## src/rtl/step_seq_pkg.sv

```systemverilog
package step_seq_pkg;
  typedef enum logic {
    SIDE_SRC = 1'b0,
    SIDE_DST = 1'b1
  } side_e;
  localparam int NUM_SIDES = 2;
endpackage

```

## src/rtl/step_finder.sv

```systemverilog
// Lowest qualifying element at or above from_i and below vl_i.
module step_finder #(
  parameter int MAX_VL = 64,
  parameter int IW     = $clog2(MAX_VL),
  parameter int VLW    = IW + 1
) (
  input  logic [MAX_VL-1:0] mask_i,
  input  logic [VLW-1:0]    vl_i,
  input  logic [VLW-1:0]    from_i,
  input  logic              zeroing_i,
  output logic              found_o,
  output logic [IW-1:0]     idx_o
);
  logic [MAX_VL-1:0] cand;

  always_comb begin
    for (int i = 0; i < MAX_VL; i++) begin
      cand[i] = (VLW'(i) >= from_i) && (VLW'(i) < vl_i) && (zeroing_i || mask_i[i]);
    end
  end

  // downward scan: lowest candidate wins
  always_comb begin
    found_o = 1'b0;
    idx_o   = '0;
    for (int i = MAX_VL - 1; i >= 0; i--) begin
      if (cand[i]) begin
        found_o = 1'b1;
        idx_o   = IW'(i);
      end
    end
  end
endmodule

```

## src/rtl/step_seq_ctrl.sv

```systemverilog
module step_seq_ctrl (
  input  logic clk_i,
  input  logic rst_ni,
  input  logic start_i,
  input  logic ready_i,
  input  logic found_all_i,
  output logic accept_o,
  output logic load_o,
  output logic busy_o,
  output logic done_o
);
  logic busy_q, done_q;

  assign accept_o = start_i & ~busy_q;
  assign load_o   = accept_o | (busy_q & ready_i);
  assign busy_o   = busy_q;
  assign done_o   = done_q;

  always_ff @(posedge clk_i or negedge rst_ni) begin
    if (!rst_ni) begin
      busy_q <= 1'b0;
      done_q <= 1'b0;
    end else if (load_o) begin
      busy_q <= found_all_i;
      done_q <= ~found_all_i;
    end
  end
endmodule

```

## src/rtl/step_seq.sv

```systemverilog
module step_seq
  import step_seq_pkg::*;
#(
  parameter int MAX_VL = 64,
  parameter int IW     = $clog2(MAX_VL),
  parameter int VLW    = IW + 1
) (
  input  logic              clk_i,
  input  logic              rst_ni,
  input  logic              start_i,
  input  logic [VLW-1:0]    vl_i,
  input  logic [MAX_VL-1:0] mask_i,
  input  logic              src_zeroing_i,
  input  logic              dst_zeroing_i,
  input  logic              ready_i,
  output logic              valid_o,
  output logic [IW-1:0]     src_step_o,
  output logic [IW-1:0]     dst_step_o,
  output logic              dst_zero_o,
  output logic              done_o
);
  logic [MAX_VL-1:0]           mask_q, mask_eff;
  logic [VLW-1:0]              vl_q, vl_eff;
  logic [NUM_SIDES-1:0]        zq_q, zin, z_eff;
  logic [NUM_SIDES-1:0][IW-1:0] step_q, step_nx;
  logic [NUM_SIDES-1:0]        found;
  logic                        accept, load, busy;
  logic                        src_zq, dst_zq;

  assign zin      = {dst_zeroing_i, src_zeroing_i};
  assign mask_eff = accept ? mask_i : mask_q;
  assign vl_eff   = accept ? vl_i : vl_q;
  assign z_eff    = accept ? zin : zq_q;

  for (genvar s = 0; s < NUM_SIDES; s++) begin : g_side
    logic [VLW-1:0] from;
    // restart from element 0 on a new loop, else one past the current step
    assign from = accept ? '0 : ({1'b0, step_q[s]} + VLW'(1));

    step_finder #(.MAX_VL(MAX_VL), .IW(IW), .VLW(VLW)) u_find (
      .mask_i   (mask_eff),
      .vl_i     (vl_eff),
      .from_i   (from),
      .zeroing_i(z_eff[s]),
      .found_o  (found[s]),
      .idx_o    (step_nx[s])
    );

    always_ff @(posedge clk_i or negedge rst_ni) begin
      if (!rst_ni)   step_q[s] <= '0;
      else if (load) step_q[s] <= step_nx[s];
    end
  end

  step_seq_ctrl u_ctrl (
    .clk_i      (clk_i),
    .rst_ni     (rst_ni),
    .start_i    (start_i),
    .ready_i    (ready_i),
    .found_all_i(&found),
    .accept_o   (accept),
    .load_o     (load),
    .busy_o     (busy),
    .done_o     (done_o)
  );

  always_ff @(posedge clk_i or negedge rst_ni) begin
    if (!rst_ni) begin
      mask_q <= '0;
      vl_q   <= '0;
      zq_q   <= '0;
    end else if (accept) begin
      mask_q <= mask_i;
      vl_q   <= vl_i;
      zq_q   <= zin;
    end
  end

  assign src_zq     = zq_q[SIDE_SRC];
  assign dst_zq     = zq_q[SIDE_DST];
  assign valid_o    = busy;
  assign src_step_o = step_q[SIDE_SRC];
  assign dst_step_o = step_q[SIDE_DST];
  assign dst_zero_o = busy & dst_zq & ~mask_q[step_q[SIDE_DST]];
endmodule

```

## config.mk

```make
export PLATFORM = sky130hd
export DESIGN_NAME = step_seq
export DESIGN_NICKNAME = d
export VERILOG_FILES = /design/src/rtl/step_seq_pkg.sv /design/src/rtl/step_finder.sv /design/src/rtl/step_seq_ctrl.sv /design/src/rtl/step_seq.sv
export SDC_FILE = /design/constraint.sdc
export NUM_CORES = 1
export LEC_CHECK = 0
export BUFFER_PORTS_ARGS = -buffer_cell sky130_fd_sc_hd__buf_4
export CORE_UTILIZATION = 50
export DETAILED_ROUTE_END_ITERATION = 8
export GPL_TIMING_DRIVEN = 0
export PLACE_DENSITY = 0.8
export SLEW_MARGIN = 40
export SYNTH_ARGS = -nofsm -noshare
export SYNTH_HDL_FRONTEND = slang
export SYNTH_HIERARCHICAL = 1
export SYNTH_SLANG_ARGS = --single-unit
```

## constraint.sdc

```tcl
create_clock -name clk_i -period 4.9 [get_ports clk_i]
set_clock_uncertainty 0.05 [all_clocks]
set_input_delay 0.245 -clock clk_i [delete_from_list [all_inputs] [get_ports clk_i]]
set_output_delay 0.245 -clock clk_i [all_outputs]
set_load 0.005 [all_outputs]
```

Word-level counts from Yosys, hierarchy flattened
Cells that the tools add are included.
- bits in registers: 87
- output and inout bits: 15
- logic and storage cells: 858
- input port bits: 77
- order comparisons: 193
- reduce and logical (&&, ||, !) cells: 385
- bitwise logic cells: 8
- add/sub/neg operators: 2
- mux-type cells: 263
- operator list (kind ; count):
    6-bit two-way mux ; 128
    6-bit by 7-bit >= comparator with 1-bit output (first input constant) ; 64
    1-bit logical AND ; 256
    5-bit by 7-bit >= comparator with 1-bit output (first input constant) ; 32
    6-bit by 7-bit less-than comparator with 1-bit output (first input constant) ; 32
    1-bit two-way mux ; 129
    1-bit logical OR ; 128
    4-bit by 7-bit >= comparator with 1-bit output (first input constant) ; 16
    5-bit by 7-bit less-than comparator with 1-bit output (first input constant) ; 16
    64-bit two-way mux ; 1
    3-bit by 7-bit >= comparator with 1-bit output (first input constant) ; 8
    4-bit by 7-bit less-than comparator with 1-bit output (first input constant) ; 8
    1-bit by 7-bit >= comparator with 1-bit output (first input constant) ; 4
    2-bit by 7-bit >= comparator with 1-bit output (first input constant) ; 4
    3-bit by 7-bit less-than comparator with 1-bit output (first input constant) ; 4
    7-bit two-way mux ; 3
    6-bit by 1-bit adder with 7-bit output (second input constant) ; 2
    1-bit by 7-bit less-than comparator with 1-bit output (first input constant) ; 2
    2-bit by 7-bit less-than comparator with 1-bit output (first input constant) ; 2
    6-bit by 7-bit less-than comparator with 1-bit output (second input constant) ; 1
    1-bit binary-select mux with 6-bit select ; 1
    1-bit AND ; 4
    1-bit NOT ; 3
    2-bit two-way mux ; 1
    2 further kinds ; 2

Depth between registers and ports, before layout
- depth in word-level cells: 72
- depth in mapped cells: 19
- gate-level depth less buffers: 15

Hierarchy
The synthesis kept the hierarchy.
- modules (own cells, without submodules) (module ; cells an instance ; area an instance (sq um) ; seq. area each (sq um) ; times used):
    step_finder ; 449 ; 2691.3 ; 0.0 ; 2
    step_seq ; 277 ; 3930.0 ; 2127.0 ; 1
    step_seq_ctrl ; 8 ; 102.6 ; 50.0 ; 1

Least setup slack after synthesis
Ideal clock, no wire load.
- path type: reg2reg
- start point: register u_ctrl.busy_q (netlist: u_ctrl/busy_o)
- end point: register u_ctrl.done_q (netlist: u_ctrl/done_o)
- period minus slack after synthesis: 3990 ps
- setup slack: 910 ps
- data required time: 4725 ps
- data arrival time: 3815 ps
- cell stages (with the launch flop): 20
- buffers on the path: 6
- setup time: 125 ps
- cell sequence: dfrtp_1 > and2b_2 > clkbuf_1 > buf_2 > buf_1 > clkbuf_1 > nor2_1 > clkbuf_1 > or4_1 > clkbuf_1 > a2111oi_0 > or2_1 > a21oi_2 > nand2_1 > or3_1 > nor2b_1 > nand2b_1 > and2_1 > inv_1 > mux2_4
- word-level cells in the longest chain between the ends: 72
- elaborated cells on any way between the ends: 715
- those cells by class: 192 x order compare; 133 x mux; 5 x bitwise; 385 x reduce/logical
- ends and longest elaborated chain (item ; line ; RTL):
    from (decl) ; step_seq_ctrl.sv:12 ; logic busy_q, done_q;
    from (signal assigned) ; step_seq_ctrl.sv:24 ; busy_q <= found_all_i;
    1-bit NOT * ; step_seq_ctrl.sv:14 ; assign accept_o = start_i & ~busy_q;
    1-bit AND * ; step_seq_ctrl.sv:14 ;
    via accept ; step_seq.sv:27 ; logic accept, load, busy;
    7-bit two-way mux * ; step_seq.sv:38 ; assign from = accept ? '0 : ({1'b0, step_q[s]} + VLW'(1));
    via g_side[0].from[4] ; step_seq.sv:36 ; logic [VLW-1:0] from;
    6-bit by 7-bit >= comparator with 1-bit output ; step_finder.sv:18 ; cand[i] = (VLW'(i) >= from_i) && (VLW'(i) < vl_i) && (zeroing_i || mask_i[i]);
    1-bit logical AND (2 in a row) ; step_finder.sv:18 ;
    1-bit two-way mux (63 in a row) ; step_finder.sv:27 ; if (cand[i]) begin
    1-bit two-way mux * ; step_finder.sv:27 ;
    via found[0] ; step_seq.sv:26 ; logic [NUM_SIDES-1:0] found;
    2-bit AND reduction * ; step_seq.sv:60 ; .found_all_i(&found),
    1-bit NOT * ; step_seq_ctrl.sv:25 ; done_q <= ~found_all_i;
    to (signal assigned) ; step_seq_ctrl.sv:25 ;
    to (decl) ; step_seq_ctrl.sv:12 ;
Mark *: on every way through the listed nets, which the timed path passes. The rest lies on a longest branch.
A chain may end at the register's enable or synchronous reset.

==> impl_metrics.json <==
{
  "synth.most_common_cell": "nor2_1",
  "post_cts_buffers": 0,
  "die_w_um": 139,
  "die_h_um": 139,
  "multi_input_area_sq_um": 6810,
  "drt_wl_total_um": 44800,
  "synth-seq-area-share": 0.231,
  "cp_slowest_stage_delay_ns": 0.70,
  "wl_per_cell_um": 29.5,
  "ys_seq_elements": 87,
  "clkTransAtPathRegs_ns": 0.07,
  "yosysTopAreaCell": "dfrtp_1",
  "grt_pass1_wl_um": 65700,
  "path_delay_family": "compound AO/OA/AOI/OAI gates",
  "fin_crit_sh": 0.998,
  "fin_nets": 1363,
  "grt_use_total": 0.461,
  "synth_nets": 1262,
  "leakagePower_uw": 0.00440,
  "outcome": "finished with violations",
  "violations": "design-rule violations",
  "ys.flop_type": "dfrtp_1",
  "regArea_sq_um": 2180,
  "root_buffer": "clkbuf_16",
  "slew_headroom": 0.349,
  "cp.required_ns": 5.10,
  "cts_max_level": 3,
  "worstHoldPathType": "primary input to flop",
  "startpoint": "u_ctrl/busy_o$_DFFE_PN0P_",
  "grt-ovfl-total": 0,
  "start_kind": "flop",
  "hold_viol_final": 0,
  "finalPower_uw": 6000,
  "setup_viol": 0,
  "drc": 11,
  "diodes": 0,
  "synth.top_cells.by_count": "nor2_1 (141), nand2_1 (124), dfrtp_1 (87)",
  "criticalPathCategory": "flop to flop",
  "async_reset_ff_frac": 1.00,
  "postSynthCellCount": 1183,
  "gp_congestion": 1.06,
  "tritoncts": "done",
  "r2r_start": "u_ctrl/busy_o$_DFFE_PN0P_",
  "antenna_found_initial": 0,
  "initial_utilization": 0.517,
  "nFillCells": 1676,
  "row_count": 49,
  "syn_area_per_cell_sq_um": 7.96,
  "area_growth_pct": 15.1,
  "drv_slew": 0,
  "synthesis.area_sq_um": 9420,
  "die_area_sq_um": 19400,
  "coreArea_sq_um": 18200,
  "path_max_fanout": 10,
  "fin_util": 0.595,
  "synth_edf_count": 0,
  "cap_violations": 0,
  "final.setup.tns_ns": 0,
  "cts_buffer_depth": 2,
  "worstPathArrival_ns": 5.10,
  "ys_top_cells_by_area": "dfrtp_1 (23%), mux2_2 (10%), nor2_1 (5.6%), nand2_1 (4.9%), a21oi_1 (4.3%)",
  "postLayoutCellArea_sq_um": 10800,
  "viasPerCell": 7.45,
  "p_per_area_nw_per_um2": 554,
  "ioPinCount": 92,
  "peakVddDrop_v": 0.000702,
  "io_buffer_count": 91,
  "drtAntennaViolNets": 0,
  "final_layout_size_suffix_gt1_frac": 0.254,
  "synth_cell_types": 79,
  "worst_pin_slew_ns": 0.953,
  "cts_made_buffers": 9,
  "place_area_sq_um": 10400,
  "via_count": 11300,
  "timing.hold.ws_ns": 0.00874,
  "clock_latency_ns": 0.36,
  "endpoint_kind": "flop",
  "fmax_ghz": 0.204,
  "period_minus_slack_ns": 4.89,
  "grt_max_degree": 88,
  "grt_pass1_vias": 10500,
  "crit_slowest_cell": "a2111oi_2",
  "hpwlAfterDp_um": 35300,
  "cp.buffers_inverters": 5,
  "drt-initial-drc-count": 1965,
  "cts_sinks": 87,
  "yosys_warnings": 6,
  "synthDominantCellAreaShare": 0.231,
  "rsz0062_at_grt": "no",
  "crit_path_cell_trace": "and2b_2 > buf_4 > buf_2 > clkbuf_4 > a21oi_1 > buf_2 > or2_1 > buf_6 > a21o_1 > a2111oi_2 > a311oi_1 > o211ai_1 > o2111ai_1 > a21oi_1 > o21ai_1 > mux2_2",
  "first_pass_iters": 9,
  "hold_start": "ready_i"
}
[layer usage]
| layer | GRT usage | vias to the layer above | part of all wire |
|---|---|---|---|
| met5 | 0 | - | 0 |
| li1 | - | 4731 | - |
| met2 | 0.636 | 977 | 0.40 |
| met3 | 0.178 | 202 | 0.15 |
| met1 | 0.631 | 5392 | 0.39 |
| met4 | 0.208 | 0 | 0.057 |
[metrics by stage]
step	worst slack (ns)	std cells
finish	0.00775	1518
global route	0.0256	1518
CTS	0.00240	1520
detailed placement	-0.710	1503
global placement	-0.643	1503
floorplan	0.910	1183
[layout by cell type, fill, tap and decap left out, types with 19 or more instances in the layout]
cell type	instances
nor2_1	136
buf_2	41
o211ai_1	25
nand3_1	45
o2111ai_1	25
inv_1	20
o21ai_0	54
a211oi_1	25
clkbuf_1	19
buf_4	96
dfrtp_1	86
nand2_1	124
mux2_2	85
a21oi_1	78
[where the power goes]
part	leakage (uW)	switching (uW)	total [uW]	internal (uW)
Clock	0.000138	330	696	366
Combinational	0.00319	2910	4360	1450
Sequential	0.00108	103	951	848
[worst reg2reg max path: cells and delay by family (launching register included)]
| kind | cells | cell delay (ns) |
|---|---|---|
| buf+inv | 5 | 1.24 |
| compound gates | 8 | 2.17 |
| simple gates | 2 | 0.57 |
| mux | 1 | 0.28 |
| flops | 1 | 0.47 |
[cell families (layout without fill, tap and decap cells)]
logic type | count (synthesis) | in the layout | share of synthesized area
and+or+nand+nor | 462 | 462 | 0.248
AOI/OAI and AO/OA | 401 | 401 | 0.309
buffers and inverters | 115 | 221 | 0.0593
xor gates and xnor gates | 6 | 6 | 0.00558
DFF | 87 | 87 | 0.231
adders and majority gates | 2 | 2 | 0.00266
muxes | 110 | 110 | 0.144
[registers in the layout, summed over array words and instances (netlist names)]
signal / count
u_ctrl/done_o: 1
u_ctrl/busy_o: 1
zq_q: 2
src_step_o: 6
dst_step_o: 6
vl_q: 7
mask_q: 64
[what timing repair did]
item | CTS | global route
hold endpoints to repair | 87 | 0
endpoints found under the setup margin | 14 | 14
hold buffers | 1 | 0
pin swaps | 0 | 1
resized for setup | 15 | 28
[layout make-up]
cell class,count,area share
flip-flops and latches,87,0.201
well taps,229,0.0264
clock buffers,10,0.0220
clock inverters,6,0.00485
plain buffers,93,0.0458
repair buffers,92,0.0645
inverters,20,0.00692
multi-input cells,981,0.629
[worst paths after layout]
path                                             end  slack [ns]  cells past startpoint
setup / recovery           src_step_o[0]$_DFFE_PN0P_       0.008                     16
hold reg to reg            u_ctrl/done_o$_DFFE_PN0P_        0.49                      1
min in group asynchronous  src_step_o[4]$_DFFE_PN0P_        0.42                      2
max in group asynchronous       mask_q[14]$_DFF_PN0_        3.83                      2
setup reg to reg           src_step_o[0]$_DFFE_PN0P_       0.008                     16
hold / removal             u_ctrl/busy_o$_DFFE_PN0P_       0.009                      2
(Power assumes the default switching activity.)
